===== src/rtl/phy_irq_pkg.sv =====
package phy_irq_pkg;

    // Source index order; flag bit = FIELD_LSB + index
    typedef enum logic [1:0] {
        SRC_ANEG   = 2'd0,
        SRC_ENERGY = 2'd1,
        SRC_WAKE   = 2'd2,
        SRC_LINK   = 2'd3
    } src_idx_e;

    localparam int unsigned NUM_SRC = 4;

endpackage


===== src/rtl/phy_irq_sync.sv =====
module phy_irq_sync #(
    parameter int unsigned WIDTH  = 4,
    parameter int unsigned STAGES = 2
) (
    input  logic             clk,
    input  logic             rst_n,
    input  logic [WIDTH-1:0] async_i,
    output logic [WIDTH-1:0] sync_o
);

    typedef struct packed {
        logic [STAGES-1:0][WIDTH-1:0] chain;
    } sync_state_t;

    sync_state_t st_d, st_q;

    always_comb begin
        st_d = st_q;
        st_d.chain[0] = async_i;
        for (int i = 1; i < int'(STAGES); i++) begin
            st_d.chain[i] = st_q.chain[i-1];
        end
    end

    always_ff @(posedge clk or negedge rst_n) begin
        if (!rst_n) st_q <= '0;
        else        st_q <= st_d;
    end

    assign sync_o = st_q.chain[STAGES-1];

endmodule


===== src/rtl/phy_irq_edge_flags.sv =====
module phy_irq_edge_flags #(
    parameter int unsigned WIDTH = 4
) (
    input  logic             clk,
    input  logic             rst_n,
    input  logic [WIDTH-1:0] level_i,
    input  logic             rd_clr_i,
    output logic [WIDTH-1:0] flags_o
);

    typedef struct packed {
        logic [WIDTH-1:0] prev;
        logic [WIDTH-1:0] flags;
    } flag_state_t;

    flag_state_t st_d, st_q;

    logic [WIDTH-1:0] rise;
    logic [WIDTH-1:0] fall;

    always_comb begin
        st_d      = st_q;
        st_d.prev = level_i;
        rise      = level_i & ~st_q.prev;
        fall      = ~level_i & st_q.prev;
        for (int b = 0; b < int'(WIDTH); b++) begin
            if (rise[b])                 st_d.flags[b] = 1'b1;   // new event wins over clear
            else if (fall[b] || rd_clr_i) st_d.flags[b] = 1'b0;
        end
    end

    always_ff @(posedge clk or negedge rst_n) begin
        if (!rst_n) st_q <= '0;
        else        st_q <= st_d;
    end

    assign flags_o = st_q.flags;

endmodule


===== src/rtl/phy_irq_regfile.sv =====
module phy_irq_regfile #(
    parameter int unsigned ADDR_W    = 5,
    parameter int unsigned DATA_W    = 16,
    parameter int unsigned WIDTH     = 4,
    parameter int unsigned FLAG_ADDR = 29,
    parameter int unsigned MASK_ADDR = 30,
    parameter int unsigned FIELD_LSB = 6
) (
    input  logic              clk,
    input  logic              rst_n,
    input  logic [ADDR_W-1:0] addr_i,
    input  logic              rd_i,
    input  logic              wr_i,
    input  logic [DATA_W-1:0] wdata_i,
    input  logic [WIDTH-1:0]  flags_i,
    output logic [DATA_W-1:0] rdata_o,
    output logic [WIDTH-1:0]  mask_o,
    output logic              rd_clr_o
);

    localparam logic [ADDR_W-1:0] FLAG_A = ADDR_W'(FLAG_ADDR);
    localparam logic [ADDR_W-1:0] MASK_A = ADDR_W'(MASK_ADDR);

    typedef struct packed {
        logic [WIDTH-1:0] mask;
    } reg_state_t;

    reg_state_t st_d, st_q;

    logic hit_flag, hit_mask;
    logic unused_wbits;

    assign hit_flag     = (addr_i == FLAG_A);
    assign hit_mask     = (addr_i == MASK_A);
    assign unused_wbits = ^wdata_i;

    always_comb begin
        st_d = st_q;
        if (wr_i && hit_mask) begin
            st_d.mask = wdata_i[FIELD_LSB +: WIDTH];
        end
    end

    always_ff @(posedge clk or negedge rst_n) begin
        if (!rst_n) st_q <= '0;
        else        st_q <= st_d;
    end

    always_comb begin
        if (hit_flag)      rdata_o = DATA_W'(flags_i) << FIELD_LSB;
        else if (hit_mask) rdata_o = DATA_W'(st_q.mask) << FIELD_LSB;
        else               rdata_o = '1;
    end

    assign mask_o   = st_q.mask;
    assign rd_clr_o = rd_i && hit_flag;

endmodule


===== src/rtl/phy_irq_unit.sv =====
module phy_irq_unit #(
    parameter int unsigned ADDR_W      = 5,
    parameter int unsigned DATA_W      = 16,
    parameter int unsigned N_SRC       = phy_irq_pkg::NUM_SRC,
    parameter int unsigned SYNC_STAGES = 2,
    parameter int unsigned FLAG_ADDR   = 29,
    parameter int unsigned MASK_ADDR   = 30,
    parameter int unsigned FIELD_LSB   = 6
) (
    input  logic              clk,
    input  logic              rst_n,
    input  logic [N_SRC-1:0]  src_i,
    input  logic [ADDR_W-1:0] reg_addr_i,
    input  logic              reg_rd_i,
    input  logic              reg_wr_i,
    input  logic [DATA_W-1:0] reg_wdata_i,
    output logic [DATA_W-1:0] reg_rdata_o,
    output logic              irq_o
);

    logic [N_SRC-1:0] sync_vec;
    logic [N_SRC-1:0] flag_vec;
    logic [N_SRC-1:0] mask_vec;
    logic             rd_clr;

    typedef struct packed {
        logic irq;
    } top_state_t;

    top_state_t st_d, st_q;

    phy_irq_sync #(.WIDTH(N_SRC), .STAGES(SYNC_STAGES)) sync_i (
        .clk     (clk),
        .rst_n   (rst_n),
        .async_i (src_i),
        .sync_o  (sync_vec)
    );

    phy_irq_edge_flags #(.WIDTH(N_SRC)) flags_i (
        .clk      (clk),
        .rst_n    (rst_n),
        .level_i  (sync_vec),
        .rd_clr_i (rd_clr),
        .flags_o  (flag_vec)
    );

    phy_irq_regfile #(
        .ADDR_W    (ADDR_W),
        .DATA_W    (DATA_W),
        .WIDTH     (N_SRC),
        .FLAG_ADDR (FLAG_ADDR),
        .MASK_ADDR (MASK_ADDR),
        .FIELD_LSB (FIELD_LSB)
    ) regs_i (
        .clk      (clk),
        .rst_n    (rst_n),
        .addr_i   (reg_addr_i),
        .rd_i     (reg_rd_i),
        .wr_i     (reg_wr_i),
        .wdata_i  (reg_wdata_i),
        .flags_i  (flag_vec),
        .rdata_o  (reg_rdata_o),
        .mask_o   (mask_vec),
        .rd_clr_o (rd_clr)
    );

    always_comb begin
        st_d     = st_q;
        st_d.irq = |(flag_vec & mask_vec);
    end

    always_ff @(posedge clk or negedge rst_n) begin
        if (!rst_n) st_q <= '0;
        else        st_q <= st_d;
    end

    assign irq_o = st_q.irq;

endmodule


===== config.mk =====
export PLATFORM = sky130hd
export DESIGN_NAME = phy_irq_unit
export DESIGN_NICKNAME = d
export VERILOG_FILES = /design/src/rtl/phy_irq_pkg.sv /design/src/rtl/phy_irq_sync.sv /design/src/rtl/phy_irq_edge_flags.sv /design/src/rtl/phy_irq_regfile.sv /design/src/rtl/phy_irq_unit.sv
export SDC_FILE = /design/constraint.sdc
export NUM_CORES = 1
export LEC_CHECK = 0
export ABC_CLOCK_PERIOD_IN_PS = 2900
export BUFFER_PORTS_ARGS = -buffer_cell sky130_fd_sc_hd__buf_2
export CAP_MARGIN = 20
export CORE_MARGIN = 2
export CORE_UTILIZATION = 46
export CTS_BUF_LIST = sky130_fd_sc_hd__clkbuf_4 sky130_fd_sc_hd__clkbuf_8
export DETAILED_ROUTE_END_ITERATION = 8
export MAX_ROUTING_LAYER = met4
export PLACE_DENSITY = 0.81
export SLEW_MARGIN = 25
export SYNTH_ARGS = -nofsm -noshare
export SYNTH_HDL_FRONTEND = slang
export SYNTH_SLANG_ARGS = --single-unit

===== constraint.sdc =====
create_clock -name clk -period 2.9 [get_ports clk]
set_input_delay 0.87 -clock clk [delete_from_list [all_inputs] [get_ports clk]]
set_output_delay 0.87 -clock clk [all_outputs]
set_load 0.01 [all_outputs]

==> metrics.cfg, run 1 <==
[clock_tree]
tritoncts=built
cts.sinks=21
cts_buffers=3
clock_path_buffers=2
worstSkewPairLatency_ns=0.31
cts_setup_buffers=0
h-tree-depth=1
cts.hold.buffers_added=0
path_clk_slew_ns=0.12
root_buffer=clkbuf_4

[sta]
rsz0062_at_grt=no
min_period_over_period=0.8954
setup_viol_count_final=0
finalCriticalPeriod_ns=2.597
maxSlewViolCount=0
slew_headroom=0.6954
finalSetupTns_ns=0
max_freq_ghz=0.3851
hold_viol_final=0
tightest_slew_ns=0.4568
fin_skew_ns=0.004484

[floorplan]
die_w_um=47.85
initial_core_util=0.5014
die_y_um=47.85
core_um2=1764
dieArea_um2=2290
io_pins=46
rows=15

[synthesis]
avgSynthCellArea_um2=12.64
ys_ff_latch=21
syn_nets=99
yosysWarnings=0
yosys.area.top_type=dfrtp_1
yosysSeqAreaShare=0.5941
synth_top_area_frac=0.5941
post_synth_main_area_contributors=dfrtp_1, buf_4, mux2_4
synth_cell_types=19
syn_inst=70
syn_area_um2=884.6

[drt]
routedWlPerCell_um=13.28
vias_per_cell=4.908
dr.pass1.iters=4
drc=0
vias=584
first_iter_violations=7
ant_nets=0
routed_wl_mm=1.580

[layout]
drive_above_1_share=0.4787
final_cell_area_um2=1010
area_delta_synth_final_pct=14.14
nNetsFinal=124
final.fill_count=166
n_antenna_cell=0

[grt]
gr-total-overflow=0
antenna_found_initial=0
grt_max_degree=22
grt_pass1_wl_mm=2.235
first_global_vias=518
globalRouteTotalUtil=0.1565

[place]
dp_hpwl_mm=1.204
placed_area_um2=975.9
port_buffers=33
gp_congestion=0.6429

[run]
maxCapViolations=0

[power_and_ir_drop]
leakagePower_uw=0.0004781
peakVddDrop_v=0.0003339
pwr_density_cell_nw_per_um2=561.7

[setup_path]
crit_type=in -> out
crit_required_ns=2.03
arrival_ns=1.73
end_kind=output port
path_max_fanout=12
start_kind=input pin

[worst_hold_path]
holdCritPathClass=reg -> reg

[run_status]
outcome=completed

[layout make-up]
cell class | count | area (µm²) | share of cell area
sequential | 21 | 525.5 | 0.5204
multi-input combinational | 31 | 239.0 | 0.2367
timing repair buffer | 33 | 165.2 | 0.1636
tap | 25 | 31.28 | 0.03098
clock buffer | 3 | 22.52 | 0.02230
inverter | 5 | 18.77 | 0.01859
clock inverter | 1 | 7.507 | 0.007435
[stage by stage]
step / hold slack [ns] / total power (µW) / instances / setup WS [ns] / util
after global placement: 0.3328 / 420.9 / 115 / 0.2370 / 0.5532
final: 0.3629 / 567.2 / 119 / 0.3033 / 0.5723
after floorplan: 0.3312 / 396.3 / 70 / 0.1675 / -
after detailed placement: 0.3364 / 426.9 / 115 / 0.1221 / 0.5532
after CTS: 0.3659 / 575.9 / 119 / 0.1169 / 0.5702
after global routing: 0.3754 / 609.6 / 119 / 0.2211 / 0.5723
[per-layer routing]
layer	vias up	part of all wire	global-route usage
met5	-	0	-
met4	0	0.0044	0.03243
met3	3	0.056	0.07925
met2	18	0.57	0.2853
met1	289	0.37	0.1446
li1	274	-	-
[logic make-up after synthesis]
group                    count (synthesis)  share of synthesized area
flip-flops                              21                     0.5941
buffers and inverters                   18                     0.1400
AO/OA/AOI/OAI                           14                     0.1047
AND/OR/NAND/NOR                         12                    0.08206
multiplexers                             4                    0.06790
adder cells (fa/ha/maj)                  1                    0.01132
[layout by cell type (no fill, tap or decap), drive strengths merged]
cell type and n:
a22oi 2, a31oi 1, and2b 1, and3 3, buf 33, clkbuf 3, clkinvlp 1, dfrtp 21
inv 5, maj3 1, mux2 4, nand2 5, nand2b 1, nor2b 1, o21ai 4, o22ai 4
o2bb2ai 3, or2b 1
[worst max-delay path: stages]
cell,delay (ns)
buf_2,0.10
and2b_2,0.23
o21ai_2,0.31
buf_2,0.22
[where the power goes]
part | internal (µW) | switching, µW | leakage [µW]
logic | 42.9 | 36.8 | 0.000216
clock network | 52.7 | 92.6 | 0.0000139
registers | 323 | 19.2 | 0.000248
total | 419 | 149 | 0.000478
[cells in the mapped netlist (all sizes together)]
cell,count
and3,3
o22ai,4
o21ai,4
nand2,5
mux2,4
a31oi,1
or2b,1
buf,13
nand2b,1
o2bb2ai,3
nor2b,1
and2b,1
maj3,1
dfrtp,21
a22oi,2
inv,5
[sequential cells by signal, summed over array words and instances, names as in the netlist]
signal / count
regs_i.mask_o: 4
sync_i.st_d: 4
sync_i.sync_o: 4
flags_i.flags_o: 4
flags_i.st_q: 4
irq_o: 1
[final timing paths]
path                            depth (start not counted)  slack (ns)                 end                from
worst max-delay path                                    4        0.30     reg_rdata_o[11]       reg_addr_i[0]
worst min-delay path                                    0        0.36    sync_i.sync_o[1]      sync_i.st_d[5]
worst max register to register                          3        1.90  flags_i.flags_o[3]  flags_i.flags_o[3]
worst min register to register                          0        0.36    sync_i.sync_o[1]      sync_i.st_d[5]
max in group asynchronous                               1        2.10    regs_i.mask_o[3]               rst_n
min in group asynchronous                               1        0.49  flags_i.flags_o[0]               rst_n
[what timing repair did]
action,CTS,global route
endpoints found under the hold margin,0,0
setup endpoints to repair,0,1
resized for setup,0,1
Note: power is estimated with default switching activity, not from simulation.
==> run 2, diff against run 1 <==
MAX_ROUTING_LAYER = not set   (was met4)
PLACE_DENSITY = 0.9   (was 0.81)
==> run 2 against run 1 <==
Effect of this change:
- global-route usage shrank 1.2 points
- final area shrank 0.37%
- critical path type unchanged
- cell count is the same
- largest power group unchanged
- first-iteration DRC count shrank 86%
==> metrics.cfg, run 2 (same netlist as run 1, synthesis figures left out) <==
[power_and_ir_drop]
combPwrFrac=0.140  ; about the same
netSwitchingPower_uw=141.2  ; -5.0%
peakVddDrop_v=0.0003397  ; +1.7%
power.clock.fraction=0.250  ; -0.006
internal-power_uw=418.3  ; about the same
pwr_density_cell_nw_per_um2=556.2  ; -0.99%
pwr-share-seq=0.610  ; +0.007
leakagePower_uw=0.0004777  ; about the same
switching_share=0.2524  ; -0.009637

[setup_path]
crit_required_ns=2.03  ; about the same
rr_worst_depth=3  ; unchanged
cp_common_cell=buf_2
end_kind=output port
critPathBufInv=2  ; unchanged
arrival_ns=1.89  ; +0.16 ns
cpPeakStageDelay_ns=0.46  ; +0.15 ns
start_kind=input pin
crit_type=in -> out
path_cells=buf_2 > and2b_2 > o21ai_1 > buf_2
path_max_fanout=12  ; unchanged
crit_cells=4  ; unchanged
slowest_stage=o21ai_1
path_delay_family=compound AO/OA/AOI/OAI gates

[clock_tree]
tritoncts=built
cts_setup_buffers=0  ; unchanged
cts.sinks=21  ; unchanged
cts_buffers=3  ; unchanged
worstSkewPairLatency_ns=0.30  ; about the same
cts.hold.buffers_added=0  ; unchanged
clock_path_buffers=2  ; unchanged
h-tree-depth=1  ; unchanged
root_buffer=clkbuf_4
cts_resized=0  ; unchanged
path_clk_slew_ns=0.11  ; about the same

[place]
dp_cells=115  ; unchanged
dp_hpwl_mm=1.208  ; +0.26%
port_buffers=33  ; unchanged
gp_congestion=0.7081  ; +10%
placed_area_um2=975.9  ; unchanged

[grt]
grt_max_degree=22  ; unchanged
first_global_vias=554  ; +6.9%
gr-total-overflow=0  ; unchanged
grt_pass1_wl_mm=2.173  ; -2.8%
antenna_found_initial=0  ; unchanged
globalRouteTotalUtil=0.1446  ; -0.01181

[drt]
routedWlPerCell_um=12.59  ; -5.2%
vias_per_cell=4.647  ; -5.3%
dr.pass1.iters=2  ; -2
drc=0  ; unchanged
routed_wl_mm=1.498  ; -5.2%
ant_nets=0  ; unchanged
vias=553  ; -5.3%
first_iter_violations=1  ; -6

[layout]
final_cell_area_um2=1006  ; -0.37%
final_cell_mix=buf_2, dfrtp_1, nand2_1, inv_1
n_antenna_cell=0  ; unchanged
fin_util=0.5702  ; -0.002127
layout_commonest_cell=buf_2
drive_above_1_share=0.4681  ; -0.01064
nNetsFinal=124  ; unchanged
area_delta_synth_final_pct=13.72
final_cells=119  ; unchanged

[floorplan]
dieArea_um2=2290  ; unchanged
core_um2=1764  ; unchanged
io_pins=46  ; unchanged
die_y_um=47.85  ; unchanged
die_w_um=47.85  ; unchanged
rows=15  ; unchanged
initial_core_util=0.5014  ; unchanged

[sta]
rsz0062_at_grt=no
min_period_over_period=0.9533  ; +0.05792
finalSetupTns_ns=0  ; unchanged
finalCriticalPeriod_ns=2.765  ; +0.1680 ns
maxSlewViolCount=0  ; unchanged
slew_headroom=0.6181  ; -0.07733
setup_viol_count_final=0  ; unchanged
tightest_slew_ns=0.5690  ; +0.1122 ns
max_freq_ghz=0.3617  ; -6.1%
hold_viol_final=0  ; unchanged
fin_skew_ns=0.003233  ; -0.001252 ns

[run_status]
outcome=completed

[run]
maxCapViolations=0  ; unchanged

[worst_hold_path]
holdCritPathClass=reg -> reg
hold_depth=0  ; unchanged

run 2: worst register-to-register path, cell delays in order (launching register included):
cell and delay, ns:
dfrtp_1 0.42, inv_1 0.06, a31oi_1 0.04, maj3_1 0.36
run 2: stage by stage:
step / hold WS [ns] / total power (µW) / worst slack, ns
2_1_floorplan: 0.3312 / 396.3 / 0.1675
3_3_place_gp: 0.3333 / 420.2 / 0.2513
3_5_place_dp: 0.3387 / 426.6 / 0.1277
4_1_cts: 0.3668 / 567.6 / 0.1293
5_1_grt: 0.3737 / 594.9 / 0.01911
6_report: 0.3610 / 559.5 / 0.1354
run 2: final cells by class:
cell class                 count  area [µm²]
multi-input combinational     31       235.2
timing repair buffer          33       165.2
inverter                       5       18.77
fill                         164       758.2
sequential                    21       525.5
clock inverter                 1       7.507
clock buffer                   3       22.52
tap                           25       31.28
run 2: routing by layer:
metal | vias to the layer above | wire (µm) | track usage
met5 | - | 0 | 0
met4 | 0 | 9 | 0.05405
met3 | 2 | 83 | 0.06792
met2 | 17 | 879 | 0.2667
met1 | 261 | 526 | 0.1377
li1 | 273 | - | -
run 2: path summary, 6_finish.rpt:
path                                    start            endpoint  slack (ns)
min in group asynchronous               rst_n    regs_i.mask_o[0]        0.49
max in group asynchronous               rst_n    sync_i.sync_o[3]        2.10
hold / removal                 sync_i.st_d[7]    sync_i.sync_o[3]        0.36
setup reg to reg           flags_i.flags_o[3]  flags_i.flags_o[3]        1.91
hold reg to reg                sync_i.st_d[7]    sync_i.sync_o[3]        0.36
setup / recovery                reg_addr_i[0]      reg_rdata_o[1]        0.14
run 2: power groups by stage:
stage                     sequential (µW)  clock (µW)  combinational (µW)
after floorplan                       345           0                51.4
after global placement                344           0                75.7
final                                 341         140                78.6
after global routing                  345         162                88.2
after CTS                             342         146                80.2
after detailed placement              348           0                79.0
